--- config.mk ---
export PLATFORM = sky130hd
export DESIGN_NAME = adc_conv_seq
export DESIGN_NICKNAME = d
export VERILOG_FILES = /design/src/rtl/adc_seq_pkg.sv /design/src/rtl/adc_seq_timer.sv /design/src/rtl/adc_seq_spi.sv /design/src/rtl/adc_seq_fsm.sv /design/src/rtl/adc_conv_seq.sv
export SDC_FILE = /design/constraint.sdc
export NUM_CORES = 1
export LEC_CHECK = 0
export BUFFER_PORTS_ARGS = -buffer_cell sky130_fd_sc_hd__buf_2
export CAP_MARGIN = 20
export CORE_ASPECT_RATIO = 0.8
export CORE_UTILIZATION = 50
export CTS_CLUSTER_SIZE = 24
export DETAILED_ROUTE_END_ITERATION = 10
export GPL_TIMING_DRIVEN = 1
export PLACE_DENSITY = 0.67
export SLEW_MARGIN = 30
export SYNTH_ARGS = -nofsm -noshare
export SYNTH_HDL_FRONTEND = slang
export SYNTH_SLANG_ARGS = --single-unit
--- constraint.sdc ---
create_clock -name clk -period 1.9 [get_ports clk]
set_input_delay 0.38 -clock clk [delete_from_list [all_inputs] [get_ports clk]]
set_output_delay 0.38 -clock clk [all_outputs]
set_load 0.02 [all_outputs]
--- src/rtl/adc_seq_pkg.sv ---
package adc_seq_pkg;

    localparam int FRAME_MAX = 24;
    localparam int LEN_W     = $clog2(FRAME_MAX + 1);
    localparam int WORD_W    = 16;
    localparam int TAG_W     = 8;

    localparam logic [15:0] READ_CMD = 16'hD000;
    localparam logic [3:0]  CFG_OP   = 4'hE;
    localparam logic [7:0]  TAG_GOOD = 8'h20;

    typedef enum logic [2:0] {
        S_BOOT,
        S_BOOT_WAIT,
        S_IDLE,
        S_PULSE,
        S_SETTLE,
        S_POLL,
        S_READ,
        S_READ_WAIT
    } seq_state_t;

    typedef struct packed {
        logic [WORD_W-1:0] data;
        logic [TAG_W-1:0]  tag;
        logic              tag_ok;
    } sample_t;

    function automatic int max3(input int a, input int b, input int c);
        int m;
        m = (a > b) ? a : b;
        return (m > c) ? m : c;
    endfunction

    function automatic logic [LEN_W-1:0] frame_len(input logic cfg, input logic tag);
        return (cfg || !tag) ? LEN_W'(16) : LEN_W'(24);
    endfunction

    function automatic logic [FRAME_MAX-1:0] frame_word(input logic cfg, input logic [11:0] cfg_val);
        return cfg ? {CFG_OP, cfg_val, 8'h00} : {READ_CMD, 8'h00};
    endfunction

    function automatic sample_t unpack_rx(input logic [FRAME_MAX-1:0] rx, input logic tag);
        sample_t s;
        s.data   = tag ? rx[23:8] : rx[15:0];
        s.tag    = tag ? rx[7:0] : '0;
        s.tag_ok = tag && (rx[7:0] == TAG_GOOD);
        return s;
    endfunction

endpackage

--- src/rtl/adc_seq_timer.sv ---
module adc_seq_timer #(
    parameter int W = 8
) (
    input  logic         clk,
    input  logic         rst,
    input  logic         load_i,
    input  logic [W-1:0] load_val_i,
    output logic         expired_o
);
    logic [W-1:0] cnt;

    always_ff @(posedge clk) begin
        if (rst) begin
            cnt <= '0;
        end else if (load_i) begin
            cnt <= load_val_i;
        end else if (cnt != '0) begin
            cnt <= cnt - 1'b1;
        end
    end

    assign expired_o = (cnt == '0);
endmodule

--- src/rtl/adc_seq_spi.sv ---
module adc_seq_spi
    import adc_seq_pkg::*;
#(
    parameter int DIV = 4
) (
    input  logic                 clk,
    input  logic                 rst,
    input  logic                 go,
    input  logic [FRAME_MAX-1:0] tx_word,
    input  logic [LEN_W-1:0]     nbits,
    input  logic                 sdo_i,
    output logic                 cs_n_o,
    output logic                 sclk_o,
    output logic                 sdi_o,
    output logic [FRAME_MAX-1:0] rx_word_o,
    output logic                 done_o
);
    localparam int DW = (DIV > 1) ? $clog2(DIV) : 1;

    logic                 active;
    logic [DW-1:0]        div_cnt;
    logic [LEN_W-1:0]     bit_cnt;
    logic [LEN_W-1:0]     nb;
    logic [FRAME_MAX-1:0] tx_sh;
    logic [FRAME_MAX-1:0] rx_sh;

    always_ff @(posedge clk) begin
        if (rst) begin
            active  <= 1'b0;
            cs_n_o  <= 1'b1;
            sclk_o  <= 1'b0;
            done_o  <= 1'b0;
            div_cnt <= '0;
            bit_cnt <= '0;
            nb      <= '0;
            tx_sh   <= '0;
            rx_sh   <= '0;
        end else begin
            done_o <= 1'b0;
            if (!active) begin
                if (go) begin
                    active  <= 1'b1;
                    cs_n_o  <= 1'b0;
                    sclk_o  <= 1'b0;
                    tx_sh   <= tx_word;
                    rx_sh   <= '0;
                    nb      <= nbits;
                    bit_cnt <= '0;
                    div_cnt <= '0;
                end
            end else if (div_cnt == DW'(DIV - 1)) begin
                div_cnt <= '0;
                if (!sclk_o) begin
                    // rising edge: capture converter data
                    sclk_o <= 1'b1;
                    rx_sh  <= {rx_sh[FRAME_MAX-2:0], sdo_i};
                end else begin
                    // falling edge: present next command bit
                    sclk_o <= 1'b0;
                    tx_sh  <= {tx_sh[FRAME_MAX-2:0], 1'b0};
                    if (bit_cnt == nb - 1'b1) begin
                        active <= 1'b0;
                        cs_n_o <= 1'b1;
                        done_o <= 1'b1;
                    end else begin
                        bit_cnt <= bit_cnt + 1'b1;
                    end
                end
            end else begin
                div_cnt <= div_cnt + 1'b1;
            end
        end
    end

    assign sdi_o     = active & tx_sh[FRAME_MAX-1];
    assign rx_word_o = rx_sh;
endmodule

--- src/rtl/adc_seq_fsm.sv ---
module adc_seq_fsm
    import adc_seq_pkg::*;
#(
    parameter int PULSE_CYC  = 8,
    parameter int SETTLE_CYC = 125,
    parameter int POLL_LIMIT = 2000,
    parameter int MAX_PULSES = 4
) (
    input  logic clk,
    input  logic rst,
    input  logic start_i,
    input  logic free_run_i,
    input  logic eoc_i,
    input  logic spi_done_i,
    output logic spi_go_o,
    output logic spi_cfg_o,
    output logic convst_n_o,
    output logic err_o,
    output logic capture_o
);
    localparam int TW  = $clog2(max3(PULSE_CYC, SETTLE_CYC, POLL_LIMIT) + 1);
    localparam int PCW = $clog2(MAX_PULSES + 1);
    localparam logic [TW-1:0] PULSE_V  = TW'(PULSE_CYC - 1);
    localparam logic [TW-1:0] SETTLE_V = TW'(SETTLE_CYC - 1);
    localparam logic [TW-1:0] POLL_V   = TW'(POLL_LIMIT - 1);

    seq_state_t     state, state_n;
    logic [PCW-1:0] pulse_cnt, pulse_n;
    logic           fell_seen, fell_n;
    logic           t_load, t_exp;
    logic [TW-1:0]  t_val;
    logic           err_n;

    adc_seq_timer #(.W(TW)) u_timer (
        .clk       (clk),
        .rst       (rst),
        .load_i    (t_load),
        .load_val_i(t_val),
        .expired_o (t_exp)
    );

    always_comb begin
        state_n   = state;
        pulse_n   = pulse_cnt;
        fell_n    = fell_seen;
        t_load    = 1'b0;
        t_val     = '0;
        spi_go_o  = 1'b0;
        spi_cfg_o = 1'b0;
        err_n     = 1'b0;
        capture_o = 1'b0;
        unique case (state)
            S_BOOT: begin
                spi_go_o  = 1'b1;
                spi_cfg_o = 1'b1;
                state_n   = S_BOOT_WAIT;
            end
            S_BOOT_WAIT: begin
                if (spi_done_i) state_n = S_IDLE;
            end
            S_IDLE: begin
                if (start_i || free_run_i) begin
                    state_n = S_PULSE;
                    t_load  = 1'b1;
                    t_val   = PULSE_V;
                    pulse_n = PCW'(1);
                    fell_n  = 1'b0;
                end
            end
            S_PULSE: begin
                if (!eoc_i) fell_n = 1'b1;
                if (t_exp) begin
                    state_n = S_SETTLE;
                    t_load  = 1'b1;
                    t_val   = SETTLE_V;
                end
            end
            S_SETTLE: begin
                if (!eoc_i) fell_n = 1'b1;
                if (t_exp) begin
                    if (fell_seen || !eoc_i) begin
                        state_n = S_POLL;
                        t_load  = 1'b1;
                        t_val   = POLL_V;
                    end else if (pulse_cnt == PCW'(MAX_PULSES)) begin
                        state_n = S_IDLE;
                        err_n   = 1'b1;
                    end else begin
                        state_n = S_PULSE;
                        t_load  = 1'b1;
                        t_val   = PULSE_V;
                        pulse_n = pulse_cnt + 1'b1;
                        fell_n  = 1'b0;
                    end
                end
            end
            S_POLL: begin
                if (eoc_i) begin
                    state_n = S_READ;
                end else if (t_exp) begin
                    state_n = S_IDLE;
                    err_n   = 1'b1;
                end
            end
            S_READ: begin
                spi_go_o = 1'b1;
                state_n  = S_READ_WAIT;
            end
            S_READ_WAIT: begin
                if (spi_done_i) begin
                    capture_o = 1'b1;
                    if (free_run_i) begin
                        state_n = S_PULSE;
                        t_load  = 1'b1;
                        t_val   = PULSE_V;
                        pulse_n = PCW'(1);
                        fell_n  = 1'b0;
                    end else begin
                        state_n = S_IDLE;
                    end
                end
            end
            default: state_n = S_IDLE;
        endcase
    end

    always_ff @(posedge clk) begin
        if (rst) begin
            state      <= S_BOOT;
            pulse_cnt  <= '0;
            fell_seen  <= 1'b0;
            convst_n_o <= 1'b1;
            err_o      <= 1'b0;
        end else begin
            state      <= state_n;
            pulse_cnt  <= pulse_n;
            fell_seen  <= fell_n;
            convst_n_o <= (state_n != S_PULSE);
            err_o      <= err_n;
        end
    end
endmodule

--- src/rtl/adc_conv_seq.sv ---
module adc_conv_seq
    import adc_seq_pkg::*;
#(
    parameter int          CLK_DIV    = 4,
    parameter int          PULSE_CYC  = 8,
    parameter int          SETTLE_CYC = 125,
    parameter int          POLL_LIMIT = 2000,
    parameter int          MAX_PULSES = 4,
    parameter logic [11:0] CFG_VALUE  = 12'h7FF
) (
    input  logic        clk,
    input  logic        rst,
    input  logic        start_i,
    input  logic        free_run_i,
    input  logic        tag_en_i,
    input  logic        adc_eoc_i,
    input  logic        adc_sdo_i,
    output logic        adc_convst_n_o,
    output logic        adc_cs_n_o,
    output logic        adc_sclk_o,
    output logic        adc_sdi_o,
    output logic        res_valid_o,
    output logic [15:0] res_data_o,
    output logic [7:0]  res_tag_o,
    output logic        res_tag_ok_o,
    output logic        err_o
);
    logic                 eoc_s1, eoc_s2;
    logic                 spi_go, spi_cfg, spi_done, capture;
    logic                 tag_q;
    logic [FRAME_MAX-1:0] rx_word;
    sample_t              res_q;

    // two-stage synchronizer for the asynchronous end-of-conversion line
    always_ff @(posedge clk) begin
        if (rst) begin
            eoc_s1 <= 1'b1;
            eoc_s2 <= 1'b1;
        end else begin
            eoc_s1 <= adc_eoc_i;
            eoc_s2 <= eoc_s1;
        end
    end

    adc_seq_fsm #(
        .PULSE_CYC (PULSE_CYC),
        .SETTLE_CYC(SETTLE_CYC),
        .POLL_LIMIT(POLL_LIMIT),
        .MAX_PULSES(MAX_PULSES)
    ) u_fsm (
        .clk       (clk),
        .rst       (rst),
        .start_i   (start_i),
        .free_run_i(free_run_i),
        .eoc_i     (eoc_s2),
        .spi_done_i(spi_done),
        .spi_go_o  (spi_go),
        .spi_cfg_o (spi_cfg),
        .convst_n_o(adc_convst_n_o),
        .err_o     (err_o),
        .capture_o (capture)
    );

    adc_seq_spi #(.DIV(CLK_DIV)) u_spi (
        .clk      (clk),
        .rst      (rst),
        .go       (spi_go),
        .tx_word  (frame_word(spi_cfg, CFG_VALUE)),
        .nbits    (frame_len(spi_cfg, tag_en_i)),
        .sdo_i    (adc_sdo_i),
        .cs_n_o   (adc_cs_n_o),
        .sclk_o   (adc_sclk_o),
        .sdi_o    (adc_sdi_o),
        .rx_word_o(rx_word),
        .done_o   (spi_done)
    );

    always_ff @(posedge clk) begin
        if (rst) begin
            tag_q       <= 1'b0;
            res_q       <= '0;
            res_valid_o <= 1'b0;
        end else begin
            if (spi_go && !spi_cfg) tag_q <= tag_en_i;
            res_valid_o <= capture;
            if (capture) res_q <= unpack_rx(rx_word, tag_q);
        end
    end

    assign res_data_o   = res_q.data;
    assign res_tag_o    = res_q.tag;
    assign res_tag_ok_o = res_q.tag_ok;
endmodule

Yosys cells after proc, flatten, opt, wreduce, memory -nomap -nowiden
Cells that the tools add are included.

storage, ports and cells
  flip-flop bits (word level) = 113
  input bits = 7
  output and inout port bits = 31

cells by class
  bitwise logic cells = 4
  add/subtract/negate cells = 5
  reduce and logical (&&, ||, !) cells = 25
  mux-type cells = 87
  eq/ne operators = 23

operator list
  cell                                                                    number
  24-bit 2-to-1 mux                                                       8
  11-bit 2-to-1 mux                                                       5
  3-bit 2-to-1 mux                                                        17
  11-bit one-hot mux with 4 select lines                                  1
  1-bit 2-to-1 mux                                                        38
  5-bit 2-to-1 mux                                                        5
  3-bit one-hot mux with 8 select lines                                   1
  22-bit 2-to-1 mux                                                       1
  16-bit 2-to-1 mux                                                       1
  3-bit equality test (second input constant)                             5
  2-bit != test (second input constant)                                   7
  4-bit AND reduction                                                     3
  11-bit logical NOT                                                      1
  11-bit nonzero test                                                     1
  11-bit by 1-bit subtractor with 11-bit output (second input constant)   1
  3-bit one-hot mux with 3 select lines                                   1
  8-bit by 6-bit equality test with 1-bit output (second input constant)  1
  8-bit 2-to-1 mux                                                        1
  2-bit by 1-bit != test with 1-bit output (second input constant)        4
  1-bit one-hot mux with 4 select lines                                   2
  7-bit 2-to-1 mux                                                        1
  7-bit AND reduction                                                     1
  3-bit by 2-bit equality test with 1-bit output (second input constant)  2
  2-bit 2-to-1 mux                                                        3
  23 further kinds                                                        33

Depth between registers and ports, before layout
Gate-level depths: netlist of run 1.

  depth after elaboration = 6
  gate-level depth with buffers = 9
  depth with buffers taken out = 7

Modules after synthesis
From an unflattened synthesis of run 1, not the netlist that was laid out.

second synthesis, totals
  cells, all modules = 586
  area total of the unflattened synthesis = 5168.7 sq um

by module, submodules not included
  module         area each (sq um)  cells each  seq. area each (sq um)  instances
  adc_seq_spi    2728.9             313         1281.2                  1
  adc_conv_seq   1208.7             128         580.6                   1
  adc_seq_timer  626.9              72          220.2                   1
  adc_seq_fsm    604.3              73          180.2                   1

Worst setup path after synthesis of run 1
OpenSTA, ideal clock, no wires.

  path kind = reg-to-reg
  from = reg u_fsm.u_timer.cnt[0]
  to = reg u_fsm.convst_n_o
  path buffers = 2
  library setup time = 131 ps
  setup slack = 155 ps
  cell stages (with the launch flop) = 10
  arrival time = 1614 ps
  cells stage by stage = dfxtp_1 > inv_1 > ha_1 > nor3b_2 > and3_1 > buf_4 > buf_6 > a21oi_1 > a211oi_2 > o211ai_1

on the way
  longest elaborated chain between the ends = 5

ends and longest elaborated chain
  element                                     line                 RTL
  from (decl)                                 adc_seq_timer.sv:10  logic [W-1:0] cnt;
  from (signal assigned)                      adc_seq_timer.sv:16  cnt <= load_val_i;
  from (signal assigned)                      adc_seq_timer.sv:18  cnt <= cnt - 1'b1;
  11-bit logical NOT *                        adc_seq_timer.sv:22  assign expired_o = (cnt == '0);
  3-bit 2-to-1 mux                            adc_seq_fsm.sv:100   end else if (t_exp) begin
  3-bit 2-to-1 mux                            adc_seq_fsm.sv:98    if (eoc_i) begin
  3-bit one-hot mux with 8 select lines *     adc_seq_fsm.sv:52    unique case (state)
  3-bit by 2-bit != test with 1-bit output *  adc_seq_fsm.sv:138   convst_n_o <= (state_n != S_PULSE);
  to (signal assigned)                        adc_seq_fsm.sv:138
  to (decl)                                   adc_seq_fsm.sv:17    output logic convst_n_o,

Every way passes the cells marked *; elsewhere a longest branch is shown, timed or not.
A chain may end at the register's enable or synchronous reset.

Worst setup path after layout of run 1
  from = reg u_fsm.u_timer.cnt[0]
  to = reg u_fsm.pulse_cnt[2]

on the way
  longest elaborated chain between the ends = 3

ends and longest elaborated chain
  element                                             line                 RTL
  11-bit logical NOT                                  adc_seq_timer.sv:22
  2-bit by 1-bit != test with 1-bit output (no line)  n/a
  7-bit AND reduction (no line)                       n/a
  to (signal assigned)                                adc_seq_fsm.sv:136   pulse_cnt <= pulse_n;
  to (decl)                                           adc_seq_fsm.sv:28    logic [PCW-1:0] pulse_cnt, pulse_n;

Every way passes these cells.

==> results of run 1 <==
final timing paths:
| kind | from | to | cells after the start |
|---|---|---|---|
| worst max-delay path | u_fsm.u_timer.cnt[0] | u_fsm.pulse_cnt[2] | 7 |
| worst min-delay path | adc_eoc_i | eoc_s1 | 2 |
| worst max register to register | u_fsm.u_timer.cnt[0] | u_fsm.pulse_cnt[2] | 7 |
| worst min register to register | eoc_s1 | eoc_s2 | 1 |
timing repair:
item / CTS / global route
buffers inserted: 0 / 1
hold endpoints to repair: 0 / 0
resized for setup: 0 / 8
setup endpoints to repair: 0 / 17
power breakdown:
part	switching [mW]	internal, mW
Clock	0.800	0.574
Combinational	0.518	0.489
Sequential	0.126	2.25
Total	1.44	3.32
metal layers:
metal / track usage, % / vias to the layer above / wire (um)
li1: - / 1841 / -
met1: 32.0 / 1731 / 4890
met2: 33.5 / 104 / 4210
met3: 6.84 / 8 / 553
met4: 5.23 / 0 / 69
met5: 0 / - / 0
metrics by stage:
step | hold slack, ps | power, mW | worst slack [ps] | utilization [%]
6_report | 187 | 4.76 | 115 | 59.1
3_3_place_gp | 395 | 3.32 | 78.7 | 56.4
2_1_floorplan | 389 | 3.09 | 155 | -
4_1_cts | 168 | 4.73 | 0.868 | 58.8
5_1_grt | 166 | 5.02 | 0.944 | 59.1
3_5_place_dp | 398 | 3.35 | 29.3 | 56.4
layout make-up:
cell class / count / area [um^2]
fill: 789 / 3470
multi-input combinational: 339 / 2160
sequential: 102 / 2050
timing repair buffer: 69 / 438
clock buffer: 11 / 151
tap: 112 / 140
clock inverter: 5 / 46.3
inverter: 10 / 37.5
sequential cells by signal (all words and copies together), names as in the netlist, 2 cells and up:
name and count:
u_spi.rx_word_o 24, res_data_o 16, u_spi.tx_sh 16, u_fsm.u_timer.cnt 11
res_tag_o 8, u_spi.bit_cnt 5, u_fsm.pulse_cnt 3, u_fsm.state 3
u_spi.div_cnt 2, u_spi.nb 2
layout by cell type, fill, tap and decap left out, types with 17 or more instances in the layout:
master / synthesis / routed
dfxtp_1: 102 / 99
nand3_1: 26 / 26
a21oi_1: 41 / 41
mux2i_1: 17 / 17
nor2_1: 54 / 53
a211oi_1: 18 / 18
buf_4: 3 / 31
buf_2: 13 / 37
nand2_1: 41 / 41
a22o_1: 20 / 20
critical path: stages (launching register included):
cell and delay (ps):
dfxtp_2 360, inv_2 60, ha_4 120, nor3b_4 290, nand4_1 150, a221oi_2 350
o21ai_1 120, a32o_1 220
cells by family (layout without fill, tap and decap cells):
| family | count (synthesis) | count (layout) | synth area share (%) |
|---|---|---|---|
| xor gates and xnor gates | 9 | 9 | 1.80 |
| muxes | 19 | 19 | 4.46 |
| AOI/OAI and AO/OA | 128 | 128 | 21.3 |
| buffers and inverters | 43 | 95 | 4.49 |
| and+or+nand+nor | 178 | 178 | 19.9 |
| adders and majority gates | 5 | 5 | 1.43 |
| DFF | 102 | 102 | 46.7 |
==> reports/qor.txt, run 1 <==
Final TNS setup: 0 ps
Avg WL per Cell: 15.0 um
Placer Congestion: 0.881
Ys Warns: 0
Placed Area: 4790 um^2
Skew-Pair Late Insertion Delay: 380 ps
CTS Hold Bufs: 0
Leak: 1.86 nW
Area growth syn-to-layout: 14.7%
GRT Total Usage: 22.5%
Top FF cell, synth: dfxtp_1
Layout cells sized above 1: 21.5%
DRC Markers: 0
First-pass DRT Iterations: 4
Mapped Cells: 484
Antenna diode count: 0
Synth top area share: 46.7%
Maximum vdd ir drop: 0.687 mV
Vias in the first global route: 3373
Post-layout minimum cycle time: 1780 ps
Largest net degree at the start of global routing: 41
Num CTS Buffers: 9
Final instance area: 5020 um^2
Yosys cell types: 58
RSZ-0062 raised after global routing: no
Worst Setup End Kind: flip-flop
Async SR Flop Fraction: 0%
Worst min path class: input port to flip-flop
Hold Vio Cnt, Final: 0
Cells after DPL: 631
Number of port buffers: 37
Worst Skew: 12.8 ps
I/O pin cnt: 38
Max clock buf depth: 2
Max Cap Viol: 0
First-pass GRT wire length: 16200 um
EDFF count, synth: 0
Final setup fails: 0
Worst-path fanout max: 6
Routed WL: 9730 um
Syn nets: 496
Status: complete, no violations
# rows: 30
Die X: 107 um
Core box area: 8480 um^2
H-tree depth: 3
Root buffer cell: clkbuf_8
Area of the mapped netlist: 4370 um^2
Post-synth top area cell: dfxtp_1
CP arrival: 2070 ps
Nets: 543
Final Cycle Share: 93.9%
Antenna violations before repair: 0
Flops & latches, synth: 102
Fmax: 560 MHz
Post-synth top cells: dfxtp_1, nor2_1, a21oi_1, nand2_1, nand3_1
Critical Setup Path Class: flip-flop to flip-flop
Vias post-DR: 3684
Top-count cell post-synth: dfxtp_1
Layout Cells excl Fill: 648
Detail Route Antenna Nets: 0
WP data required: 2180 ps
Starting DRC count in detailed routing: 282
CTS tree: yes
Via/cell ratio: 5.69
Clock sink total: 102
HPWL after detailed placement: 6760 um
Reg2Reg Setup Slack: 120 ps
Synthesized area per cell: 9.04 um^2
Slew headroom: 70.6%
Area contributors post-synth: dfxtp_1, a21oi_1, nor2_1
Worst slew pin tran: 438 ps
PwrDens: 949 nW/um^2
Remaining Overflow, GRT: 0
Die height: 85.7 um
Post-synthesis sequential area ratio: 46.7%
Die area: 9130 um^2
Final-report max-slew violation count: 0
Initial core utilization: 51.6%
Worst-path clk slew: 100 ps
Crit start category: flip-flop
Note: power is estimated with default switching activity, not from simulation.
==> inputs of run 2 (changes only) <==
==> constraint.sdc (replaced) <==
create_clock -name clk -period 1.9 [get_ports clk]
set_input_delay 0.19 -clock clk [delete_from_list [all_inputs] [get_ports clk]]
set_output_delay 0.19 -clock clk [all_outputs]
set_load 0.02 [all_outputs]
==> reports/qor.txt, run 2 (same netlist as run 1, synthesis figures left out) <==
Status: complete, no violations
Final Cycle Share: 94.2%
HPWL after detailed placement: 6690 um
Placer Congestion: 0.867
Final-report max-slew violation count: 0
Via/cell ratio: 5.62
Most frequent cells in the layout: dfxtp_1, nor2_1, nand2_1, a21oi_1, buf_2
Antenna diode count: 0
Layout cells sized above 1: 22.2%
Vias post-DR: 3648
Layout Cells excl Fill: 649
CTS tree: yes
Fmax: 558 MHz
Post-layout minimum cycle time: 1790 ps
Die X: 107 um
Worst min path class: input port to flip-flop
Cells after DPL: 625
Total power: 4.98 mW
Fin util: 59.9%
Leak: 1.88 nW
Dpl ws: -55.6 ps
Antenna violations before repair: 0
Die area: 9130 um^2
Nets: 544
Worst-path clk slew: 110 ps
Avg WL per Cell: 14.9 um
# rows: 30
I/O pin cnt: 38
Slew headroom: 70.9%
Crit start category: flip-flop
H-tree depth: 3
Num CTS Buffers: 9
Vias in the first global route: 3272
Final setup fails: 0
Remaining Overflow, GRT: 0
GRT Total Usage: 22.3%
Worst setup margin: 109 ps
Largest register FFs: 24
CP arrival: 2100 ps
Die height: 85.7 um
Core box area: 8480 um^2
Max Cap Viol: 0
WP data required: 2210 ps
Detail Route Antenna Nets: 0
Worst Skew: 17.5 ps
Worst slew pin tran: 435 ps
Root buffer cell: clkbuf_8
Most common cell after layout, fill and taps aside: dfxtp_1
Starting DRC count in detailed routing: 196
Area growth syn-to-layout: 16.2%
Maximum vdd ir drop: 0.759 mV
Hold Vio Cnt, Final: 0
Worst Setup End Kind: flip-flop
Largest net degree at the start of global routing: 81
Clock sink total: 102
Routed WL: 9670 um
Critical Setup Path Class: flip-flop to flip-flop
Worst-path fanout max: 6
Max clock buf depth: 2
First-pass DRT Iterations: 4
Initial core utilization: 51.6%
PwrDens: 979 nW/um^2
Skew-Pair Late Insertion Delay: 390 ps
First-pass GRT wire length: 16000 um
Number of port buffers: 37
Final TNS setup: 0 ps
DRC Markers: 0
==> run 2: critical path, cell delays in order (launching register included) <==
cell and delay (ps):
dfxtp_4 370, inv_2 70, ha_4 140, nor3b_4 290, nand4_1 170, a221oi_2 320, buf_4 170, nor2_1 30
a211oi_1 150
==> run 2: power by group <==
part	leakage (nW)	switching (mW)	internal, mW
Combinational	0.943	0.548	0.575
Sequential	0.831	0.127	2.26
Clock	0.106	0.803	0.668
Total	1.88	1.48	3.50
==> run 2: cell type report <==
type	instances	area, um^2
clock buffer	10	138
sequential	102	2050
fill	782	3400
timing repair buffer	70	460
clock inverter	6	75.1
inverter	10	37.5
multi-input combinational	339	2180
tap	112	140
==> run 2: metal layers <==
layer  vias to the layer above  track usage (%)  share of wire, %
met1                      1702             32.0                51
met5                         -                0                 0
met2                        85             32.7                42
met4                         0             5.48               1.3
li1                       1851                -                 -
met3                        10             6.84               4.9
==> run 2: final timing paths <==
path,slack (ps),endpoint,from,depth (start not counted)
worst max-delay path,110,u_fsm.pulse_cnt[0],u_fsm.u_timer.cnt[1],8
worst min-delay path,50,u_spi.rx_word_o[0],adc_sdo_i,3
worst max register to register,110,u_fsm.pulse_cnt[0],u_fsm.u_timer.cnt[1],8
worst min register to register,410,eoc_s2,eoc_s1,1
==> run 2: repair_timing <==
action                                 4_1_cts  5_1_grt
setup endpoints to repair                    1       45
endpoints found under the hold margin        1        0
pin swaps                                    1        4
gates resized for setup                      1       14
buffers inserted                             1        6
hold buffers                                 1        0
==> run 2: metrics by stage <==
step                      hold WS [ps]  cell area, um^2
after floorplan                    294             4370
after global placement             374             4760
after detailed placement           379             4760
after CTS                         38.9             4990
after global routing              55.5             5080
final                             50.5             5080
==> inputs of run 3 (changes only) <==
--- a/config.mk
+++ b/config.mk
@@ -13,6 +13,7 @@
 export DETAILED_ROUTE_END_ITERATION = 10
 export GPL_TIMING_DRIVEN = 1
 export PLACE_DENSITY = 0.67
+export RECOVER_POWER = 25
 export SLEW_MARGIN = 30
 export SYNTH_ARGS = -nofsm -noshare
 export SYNTH_HDL_FRONTEND = slang
==> reports/qor.txt, run 3 (same netlist as run 1, synthesis figures left out) <==
Status: complete, no violations
CTS tree: yes
WP buf/inv: 2
Leak: 1.75 nW
Most common cell after layout, fill and taps aside: dfxtp_1
HPWL after detailed placement: 6690 um
Final-report max-slew violation count: 0
Detail Route Antenna Nets: 0
Final instance area: 5040 um^2
Worst Setup End Kind: flip-flop
Critical Setup Path Class: flip-flop to flip-flop
Antenna violations before repair: 0
DRC Markers: 0
Worst-path cell chain: inv_2 -> ha_4 -> nor3b_4 -> nand4_1 -> a221oi_2 -> buf_4 -> nor2_1 -> a211oi_1
Antenna diode count: 0
First-pass GRT wire length: 16000 um
Worst hold slack: 55.7 ps
Multi-input logic area: 2180 um^2
H-tree depth: 3
Slew headroom: 71.1%
Area growth syn-to-layout: 15.3%
Fin util: 59.5%
GRT Total Usage: 22.3%
Final Cycle Share: 94.2%
Register area: 2050 um^2
Crit start category: flip-flop
CP arrival: 2100 ps
Worst Skew: 16.9 ps
Worst-path clk slew: 110 ps
Worst path max stage delay: 370 ps
Placer Congestion: 0.867
Final setup fails: 0
Core box area: 8480 um^2
FILL cells: 805
Maximum vdd ir drop: 0.759 mV
Root buffer cell: clkbuf_8
Max clock buf depth: 2
Initial core utilization: 51.6%
PwrDens: 987 nW/um^2
Worst slew pin tran: 432 ps
Post-layout minimum cycle time: 1790 ps
Num CTS Buffers: 9
Routed WL: 9690 um
Remaining Overflow, GRT: 0
Placed Area: 4760 um^2
First-pass DRT Iterations: 4
Largest delay share family, worst path: simple AND/OR/NAND/NOR gates
Vias post-DR: 3654
I/O pin cnt: 38
Hold Vio Cnt, Final: 0
WP data required: 2210 ps
Via/cell ratio: 5.63
Clock sink total: 102
Max Cap Viol: 0
Die X: 107 um
Fmax: 559 MHz
Starting DRC count in detailed routing: 172
Worst-path fanout max: 6
Layout cells sized above 1: 16.6%
Skew-Pair Late Insertion Delay: 380 ps
Total power: 4.98 mW
Nets: 544
Number of port buffers: 37
# rows: 30
Die height: 85.7 um
Largest register FFs: 24
Worst min path class: input port to flip-flop
Crit path max-delay cell type: dfxtp_4
Most frequent cells in the layout: dfxtp_1, nor2_1, nand2_1, a21oi_1, clkbuf_1
Die area: 9130 um^2
Vias in the first global route: 3272
Largest net degree at the start of global routing: 81
Avg WL per Cell: 14.9 um
[run 3: cell types whose count changed in the layout (fill, tap and decap cells not counted)]
cell      change
clkbuf_1     +30
buf_2        -29
buf_4         -1
[run 3: path summary, 6_finish.rpt]
path                        start                 end  slack (ps)  cells after the start
min reg2reg                eoc_s1              eoc_s2         410                      1
max          u_fsm.u_timer.cnt[1]  u_fsm.pulse_cnt[0]         110                      8
min                     adc_sdo_i  u_spi.rx_word_o[0]          60                      3
max reg2reg  u_fsm.u_timer.cnt[1]  u_fsm.pulse_cnt[0]         110                      8
[run 3: metal layers]
layer	vias to the layer above	wire length [um]	global-route usage (%)
met5	-	0	0
li1	1853	-	-
met3	9	460	6.84
met2	75	4080	32.7
met1	1717	5050	32.0
met4	0	93	5.48
[run 3: worst min-delay path, stage by stage]
cell and delay [ps]:
buf_2 110, nand2_1 50, a21oi_1 50
[run 3: final cells by class]
cell class                      instances  area share, %
Tap cell                              112           2.78
Multi-Input combinational cell        339           43.2
Inverter                               10          0.744
Sequential cell                       102           40.7
Clock inverter                          6           1.49
Clock buffer                           10           2.73
Timing Repair Buffer                   70           8.34
[run 3: timing repair]
item	CTS	global route
hold endpoints to repair	1	0
hold buffers	1	0
endpoints found under the setup margin	1	45
buffers inserted	1	6
pin swaps	1	4
resized for setup	1	14
[run 3: report_power, final]
group | leakage, nW | switching [mW] | internal [mW]
logic | 0.816 | 0.547 | 0.575
registers | 0.831 | 0.126 | 2.26
clock network | 0.106 | 0.802 | 0.668
[run 3: per-stage QoR]
stage	TNS (ps)	worst slack (ps)	std cells
floorplan	0	155	484
global placement	0	80.7	625
detailed placement	-55.6	-55.6	625
CTS	0	10.8	643
global route	-26.7	-26.7	649
finish	0	111	649
